**src/rtl/mdu_pkg.sv**
```systemverilog
package mdu_pkg;

    localparam int MDU_W = 32;

    typedef enum logic [1:0] {
        OP_MULS = 2'b00,
        OP_MULU = 2'b01,
        OP_DIVS = 2'b10,
        OP_DIVU = 2'b11
    } mdu_op_e;

    typedef enum logic [1:0] {
        ST_IDLE,
        ST_SETUP,
        ST_ITER,
        ST_FIX
    } mdu_state_e;

    // Per-operation context captured during setup
    typedef struct packed {
        mdu_op_e op;
        logic    neg_a;
        logic    neg_b;
    } mdu_job_t;

    function automatic logic op_is_div(mdu_op_e op);
        return op[1];
    endfunction

    function automatic logic op_is_signed(mdu_op_e op);
        return ~op[0];
    endfunction

endpackage

```
**src/rtl/mdu_seq.sv**
```systemverilog
module mdu_seq
    import mdu_pkg::*;
#(
    parameter int W = MDU_W
) (
    input  logic       clk,
    input  logic       rst,
    input  logic       start,
    output mdu_state_e state,
    output logic       accept,
    output logic       busy,
    output logic       done
);
    localparam int CW = $clog2(W);
    localparam logic [CW-1:0] LAST = CW'(W - 1);

    mdu_state_e st_q, st_d;
    logic [CW-1:0] cnt_q;
    logic done_q;

    assign accept = start && (st_q == ST_IDLE);

    always_comb begin
        st_d = st_q;
        case (st_q)
            ST_IDLE:  if (accept) st_d = ST_SETUP;
            ST_SETUP: st_d = ST_ITER;
            ST_ITER:  if (cnt_q == LAST) st_d = ST_FIX;
            ST_FIX:   st_d = ST_IDLE;
            default:  st_d = ST_IDLE;
        endcase
    end

    always_ff @(posedge clk) begin
        if (rst) begin
            st_q   <= ST_IDLE;
            cnt_q  <= '0;
            done_q <= 1'b0;
        end else begin
            st_q   <= st_d;
            done_q <= (st_q == ST_FIX);
            if (st_q == ST_ITER) cnt_q <= cnt_q + 1'b1;
            else                 cnt_q <= '0;
        end
    end

    assign state = st_q;
    assign busy  = (st_q != ST_IDLE);
    assign done  = done_q;

endmodule

```
**src/rtl/mdu_mul_step.sv**
```systemverilog
// One shift-and-add iteration: the low half holds the remaining multiplier
// bits, the high half the running partial product.
module mdu_mul_step
    import mdu_pkg::*;
#(
    parameter int W = MDU_W
) (
    input  logic [2*W-1:0] acc,
    input  logic [W-1:0]   mcand,
    output logic [2*W-1:0] acc_next
);
    logic [W:0] sum;

    always_comb begin
        sum      = {1'b0, acc[2*W-1:W]} + (acc[0] ? {1'b0, mcand} : '0);
        acc_next = {sum, acc[W-1:1]};
    end

endmodule

```
**src/rtl/mdu_div_step.sv**
```systemverilog
// One restoring division iteration: high half is the partial remainder,
// low half shifts out dividend bits and shifts in quotient bits.
module mdu_div_step
    import mdu_pkg::*;
#(
    parameter int W = MDU_W
) (
    input  logic [2*W-1:0] acc,
    input  logic [W-1:0]   dvs,
    output logic [2*W-1:0] acc_next
);
    logic [W:0]   rem_sh;
    logic [W+1:0] trial;
    logic         went_neg;
    logic [W-1:0] rem_new;

    always_comb begin
        rem_sh   = acc[2*W-1:W-1];
        trial    = {1'b0, rem_sh} - {2'b00, dvs};
        went_neg = trial[W+1];
        // Negative trial: restore, i.e. keep the shifted remainder
        rem_new  = went_neg ? rem_sh[W-1:0] : trial[W-1:0];
        acc_next = {rem_new, acc[W-2:0], ~went_neg};
    end

endmodule

```
**src/rtl/mdu_fixup.sv**
```systemverilog
module mdu_fixup
    import mdu_pkg::*;
#(
    parameter int W = MDU_W
) (
    input  mdu_job_t       job,
    input  logic [2*W-1:0] acc,
    output logic [W-1:0]   hi,
    output logic [W-1:0]   lo
);
    logic sgn;
    logic [2*W-1:0] prod;
    logic [W-1:0]   quo, rem;

    always_comb begin
        sgn  = op_is_signed(job.op);
        prod = (sgn && (job.neg_a ^ job.neg_b)) ? -acc : acc;
        quo  = (sgn && (job.neg_a ^ job.neg_b)) ? -acc[W-1:0] : acc[W-1:0];
        rem  = (sgn && job.neg_a) ? -acc[2*W-1:W] : acc[2*W-1:W];
        if (op_is_div(job.op)) begin
            hi = rem;
            lo = quo;
        end else begin
            hi = prod[2*W-1:W];
            lo = prod[W-1:0];
        end
    end

endmodule

```
**src/rtl/mdu_core.sv**
```systemverilog
module mdu_core
    import mdu_pkg::*;
#(
    parameter int W = MDU_W
) (
    input  logic         clk,
    input  logic         rst,
    input  logic         start_i,
    input  logic [1:0]   op_i,
    input  logic [W-1:0] a_i,
    input  logic [W-1:0] b_i,
    output logic         busy_o,
    output logic         done_o,
    output logic [W-1:0] hi_o,
    output logic [W-1:0] lo_o
);
    mdu_state_e state;
    logic       accept;

    mdu_op_e        op_q;
    logic [W-1:0]   a_q, b_q;
    mdu_job_t       job_q;
    logic [2*W-1:0] acc_q;
    logic [W-1:0]   opd_q;
    logic [W-1:0]   hi_q, lo_q;

    logic [2*W-1:0] mul_next, div_next;
    logic [W-1:0]   fix_hi, fix_lo;
    logic           sa, sb;
    logic [W-1:0]   mag_a, mag_b;

    mdu_seq #(.W(W)) u_seq (
        .clk    (clk),
        .rst    (rst),
        .start  (start_i),
        .state  (state),
        .accept (accept),
        .busy   (busy_o),
        .done   (done_o)
    );

    mdu_mul_step #(.W(W)) u_mul (
        .acc      (acc_q),
        .mcand    (opd_q),
        .acc_next (mul_next)
    );

    mdu_div_step #(.W(W)) u_div (
        .acc      (acc_q),
        .dvs      (opd_q),
        .acc_next (div_next)
    );

    mdu_fixup #(.W(W)) u_fix (
        .job (job_q),
        .acc (acc_q),
        .hi  (fix_hi),
        .lo  (fix_lo)
    );

    always_comb begin
        sa    = op_is_signed(op_q) && a_q[W-1];
        sb    = op_is_signed(op_q) && b_q[W-1];
        mag_a = sa ? -a_q : a_q;
        mag_b = sb ? -b_q : b_q;
    end

    always_ff @(posedge clk) begin
        if (rst) begin
            op_q  <= OP_MULS;
            a_q   <= '0;
            b_q   <= '0;
            job_q <= '0;
            acc_q <= '0;
            opd_q <= '0;
            hi_q  <= '0;
            lo_q  <= '0;
        end else begin
            case (state)
                ST_IDLE: begin
                    if (accept) begin
                        op_q <= mdu_op_e'(op_i);
                        a_q  <= a_i;
                        b_q  <= b_i;
                    end
                end
                ST_SETUP: begin
                    job_q <= '{op: op_q, neg_a: sa, neg_b: sb};
                    if (op_is_div(op_q)) begin
                        acc_q <= {{W{1'b0}}, mag_a};
                        opd_q <= mag_b;
                    end else begin
                        acc_q <= {{W{1'b0}}, mag_b};
                        opd_q <= mag_a;
                    end
                end
                ST_ITER: begin
                    acc_q <= op_is_div(job_q.op) ? div_next : mul_next;
                end
                ST_FIX: begin
                    hi_q <= fix_hi;
                    lo_q <= fix_lo;
                end
                default: ;
            endcase
        end
    end

    assign hi_o = hi_q;
    assign lo_o = lo_q;

endmodule

```
**config.mk**
```make
export PLATFORM = sky130hd
export DESIGN_NAME = mdu_core
export DESIGN_NICKNAME = d
export VERILOG_FILES = /design/src/rtl/mdu_pkg.sv /design/src/rtl/mdu_seq.sv /design/src/rtl/mdu_mul_step.sv /design/src/rtl/mdu_div_step.sv /design/src/rtl/mdu_fixup.sv /design/src/rtl/mdu_core.sv
export SDC_FILE = /design/constraint.sdc
export NUM_CORES = 1
export LEC_CHECK = 0
export ABC_AREA = 0
export BUFFER_PORTS_ARGS = -buffer_cell sky130_fd_sc_hd__buf_4
export CAP_MARGIN = 0
export CORE_ASPECT_RATIO = 2
export CORE_MARGIN = 8
export CORE_UTILIZATION = 63
export CTS_BUF_LIST = sky130_fd_sc_hd__clkbuf_2 sky130_fd_sc_hd__clkbuf_4 sky130_fd_sc_hd__clkbuf_8
export DETAILED_ROUTE_END_ITERATION = 7
export GPL_ROUTABILITY_DRIVEN = 0
export PLACE_DENSITY = 0.82
export SETUP_SLACK_MARGIN = 0.3
export SLEW_MARGIN = 20
export SYNTH_ARGS = -nofsm -noshare
export SYNTH_HDL_FRONTEND = slang
export SYNTH_SLANG_ARGS = --single-unit
```
**constraint.sdc**
```tcl
create_clock -name clk -period 3.8 [get_ports clk]
set_input_delay 0.38 -clock clk [delete_from_list [all_inputs] [get_ports clk]]
set_output_delay 0.38 -clock clk [all_outputs]
set_load 0.02 [all_outputs]
```
==> results.sh <==
export IMPL_hold_violations=0
export IMPL_clock_power_share=0.193
export IMPL_synthMuxAreaShare=0.06392
export IMPL_io_pins=135
export IMPL_p_leak_uw=0.007703
export IMPL_yosysMostFrequentCell="nor2_1"
export IMPL_drt_total_wl_mm=56.46
export IMPL_cts_tree="yes"
export IMPL_place_area_sq_um=17790
export IMPL_synth_top_family_by_area="compound AO/OA/AOI/OAI gates"
export IMPL_hpwl_mm=41.40
export IMPL_use_met2=0.6171
export IMPL_drv_cap=0
export IMPL_drtIter0Drc=1718
export IMPL_cts_buffer_depth=3
export IMPL_synth_ff_latch_count=238
export IMPL_path_buf_inv=1
export IMPL_cp_data_required_time_ns=4.24
export IMPL_fillers=2076
export IMPL_slew_headroom=0.3389
export IMPL_hold_class="input port to register"
export IMPL_switching_share=0.4489
export IMPL_synth_area_sq_um=16440
export IMPL_worstSetupPathType="register to register"
export IMPL_power_density_nw_per_um2=655.0
export IMPL_synth_avg_cell_area_sq_um=7.532
export IMPL_grt_usage=0.3573
export IMPL_yosysSeqAreaShare=0.2898
export IMPL_design_area_sq_um=18680
export IMPL_synth_cell_types=78
export IMPL_combinationalPowerShare=0.528
export IMPL_synth_fa_ha_area_frac=0.05950
export IMPL_worst_slew_pin_slew_ns=0.9857
export IMPL_rr_startpoint="acc_q[32]$_SDFFE_PP0P_"
export IMPL_endpoint_kind="register"
export IMPL_antenna_found_initial=1
export IMPL_clock_fmax_mhz=298.1
export IMPL_use_met1=0.3471
export IMPL_clk_latency_ns=0.58
export IMPL_hold_end="b_q[1]$_SDFFE_PP0P_"
export IMPL_status="finished, final reports clean"
export IMPL_cp_data_arrival_time_ns=3.79
export IMPL_netlist_instances=2183
export IMPL_hold_slack_ns=0.05433
export IMPL_rr_worst_depth=13
export IMPL_cp_top_family="compound AO/OA/AOI/OAI gates"
export IMPL_core_area_sq_um=25650
export IMPL_cts_sinks=238
export IMPL_drt_pass1_iterations=7
export IMPL_p_int_uw=6745
export IMPL_synth_xor_area_share=0.09055
export IMPL_die_x_microns=130.2
export IMPL_cts_root_buf="clkbuf_8"
export IMPL_grt_pass1_wl_mm=88.87
export IMPL_synthSimpleGateAreaFrac=0.2051
export IMPL_clk_pin_slew_ns=0.07
export IMPL_rows=83
export IMPL_areaGrowthSynthToFinish_pct=13.62
export IMPL_setup_violations=0
export IMPL_finalNonFillerCells=2633
export IMPL_yosysWarnings=0
export IMPL_dr_total_vias=16880
export IMPL_cp_slowest_cell="o41ai_1"
export IMPL_clock_skew_ns=0.03324
export IMPL_critPathMaxFanout=6
export IMPL_synth_common_cells="nor2_1 (291), nand2_1 (246), dfxtp_1 (238), a21oi_1 (226), clkbuf_1 (134)"
export IMPL_busiest_layer="met2"
export IMPL_multi_input_area_sq_um=10940
export IMPL_ir_drop_mv=0.5556
export IMPL_viasPerCell=6.412
export IMPL_post_route_drc_count=0
export IMPL_synthFlopType="dfxtp_1"
export IMPL_cp_slowest_stage_delay_ns=0.56
export IMPL_grt_use_met3=0.08677
export IMPL_start_util=0.6410
export IMPL_syn_nets=2329
export IMPL_fp_dieH_microns=244.5
export IMPL_grt_max_degree=81
export IMPL_die_area_sq_um=31840
export IMPL_rsz0062_at_grt="false"
export IMPL_r2r_slack_ns=0.45
export IMPL_ys_async_sr_fraction=0
export IMPL_grt_overflow_total=0
export IMPL_io_buffers=134
export IMPL_min_path_cells=3
export IMPL_seq_area_sq_um=4772
export IMPL_grt_pass1_vias=16580
export IMPL_fin_crit_ns=3.354
export IMPL_fin_setup_tns_ns=0
export IMPL_drive_gt1_frac=0.1497
export IMPL_reg2reg_to="acc_q[61]$_SDFFE_PP0P_"
export IMPL_synth_edf_count=0
export IMPL_synth_compound_area_frac=0.2391
export IMPL_slew_viol_final=0
export IMPL_yosys_area_top_type="dfxtp_1"
export IMPL_post_drt_wl_per_cell_microns=21.44
export IMPL_path_cells="ha_1 > inv_1 > fa_1 > nor2b_1 > o31ai_1 > a21oi_2 > o211a_1 > a21oi_4 > o41ai_1 > o22ai_1 > xnor2_1 > nand2_1 > o211ai_1"
export IMPL_min_from="b_i[1]"
export IMPL_layout_nets=2414
export IMPL_synth_top_cell_area_share=0.2898
export IMPL_htreeDepth=2
export IMPL_postRouteAntennaNets=0
export IMPL_placed_cells=2568
export IMPL_post_route_util=0.7284
export IMPL_period_share=0.8827
export IMPL_numCtsBuffers=36
export IMPL_p_seq_frac=0.280
export IMPL_cp_start_kind="register"
export IMPL_p_switching_uw=5493
export IMPL_synth_area_leaders="dfxtp_1 (29%), a21oi_1 (6.9%), nor2_1 (6.6%), ha_1 (5.7%), nand2_1 (5.6%)"
## cell families (layout without fill, tap and decap cells)
group | after synthesis | after routing
flip-flops | 238 | 238
AND/OR/NAND/NOR | 751 | 751
AO/OA/AOI/OAI | 626 | 626
XOR/XNOR | 170 | 170
other | 0 | 2
adder cells (fa/ha/maj) | 77 | 77
multiplexers | 101 | 101
buffers and inverters | 220 | 328
## layout make-up
type	instances	share of cell area
multi-input combinational	1725	0.5854
inverter	69	0.01386
tap	340	0.02277
clock inverter	7	0.004554
sequential	238	0.2554
timing repair buffer	198	0.08063
antenna	2	0.0002679
clock buffer	54	0.03710
## what timing repair did
item	CTS	global route
pin swaps	0	5
hold buffers	0	0
setup buffers	0	2
gates resized for setup	1	24
cloned	0	0
setup endpoints to repair	2	20
## metal layers
layer | up-vias | part of all wire
met5 | - | 0
met1 | 7774 | 0.33
met2 | 877 | 0.51
met3 | 342 | 0.073
li1 | 7891 | -
met4 | 0 | 0.091
## sequential cells by signal, indices dropped and copies added, names as in the netlist
name         flops
a_q             32
acc_q           64
b_q             32
hi_o            32
job_q            4
lo_o            32
op_q             2
opd_q           32
u_seq.cnt_q      5
u_seq.done       1
u_seq.state      2
## cells in the final DEF, fill, tap and decap left out, drive strengths merged, types with 10 or more instances in the layout
cell type    n
a211oi      86
a21o        37
a21oi      226
a22oi       12
a311oi      16
a31oi       16
and2        11
and3        10
buf        198
clkbuf      54
dfxtp      238
ha          75
inv         69
mux2        32
mux2i       69
nand2      249
nand2b      25
nand3       30
nor2       292
nor2b       13
nor3        46
nor4        22
o211ai      20
o21a        11
o21ai      113
o21bai      15
o22ai       10
o31ai       16
or3         18
or4         11
xnor2      100
xor2        70
## tightest hold or removal path, cell delays in order
cell and delay, ns:
buf_4 0.11, nand2_1 0.05, a21oi_1 0.05
## through the flow
stage / total power, uW / setup WS [ns]
2_1_floorplan: 7945 / 0.6031
3_3_place_gp: 9497 / 0.3493
3_5_place_dp: 9628 / 0.2618
4_1_cts: 11970 / 0.3111
5_1_grt: 12940 / 0.1689
6_report: 12240 / 0.4458
## power by group through the flow
stage / combinational (uW) / clock (uW) / sequential (uW)
detailed placement: 6170 / 0 / 3450
finish: 6460 / 2360 / 3420
global route: 7000 / 2470 / 3470
CTS: 6200 / 2360 / 3400
global placement: 6060 / 0 / 3430
floorplan: 4570 / 0 / 3370
## how the worst max path moves through the flow
stage	to	cells past startpoint	slack, ns	startpoint
3_5_place_dp	acc_q[63]$_SDFFE_PP0P_	15	0.26	acc_q[0]$_SDFFE_PP0P_
2_1_floorplan	acc_q[58]$_SDFFE_PP0P_	15	0.60	acc_q[0]$_SDFFE_PP0P_
5_1_grt	acc_q[59]$_SDFFE_PP0P_	14	0.17	acc_q[0]$_SDFFE_PP0P_
4_1_cts	acc_q[58]$_SDFFE_PP0P_	14	0.31	acc_q[0]$_SDFFE_PP0P_
6_report	acc_q[61]$_SDFFE_PP0P_	13	0.45	acc_q[32]$_SDFFE_PP0P_
3_3_place_gp	acc_q[59]$_SDFFE_PP0P_	15	0.35	acc_q[0]$_SDFFE_PP0P_
(Power assumes the default switching activity.)
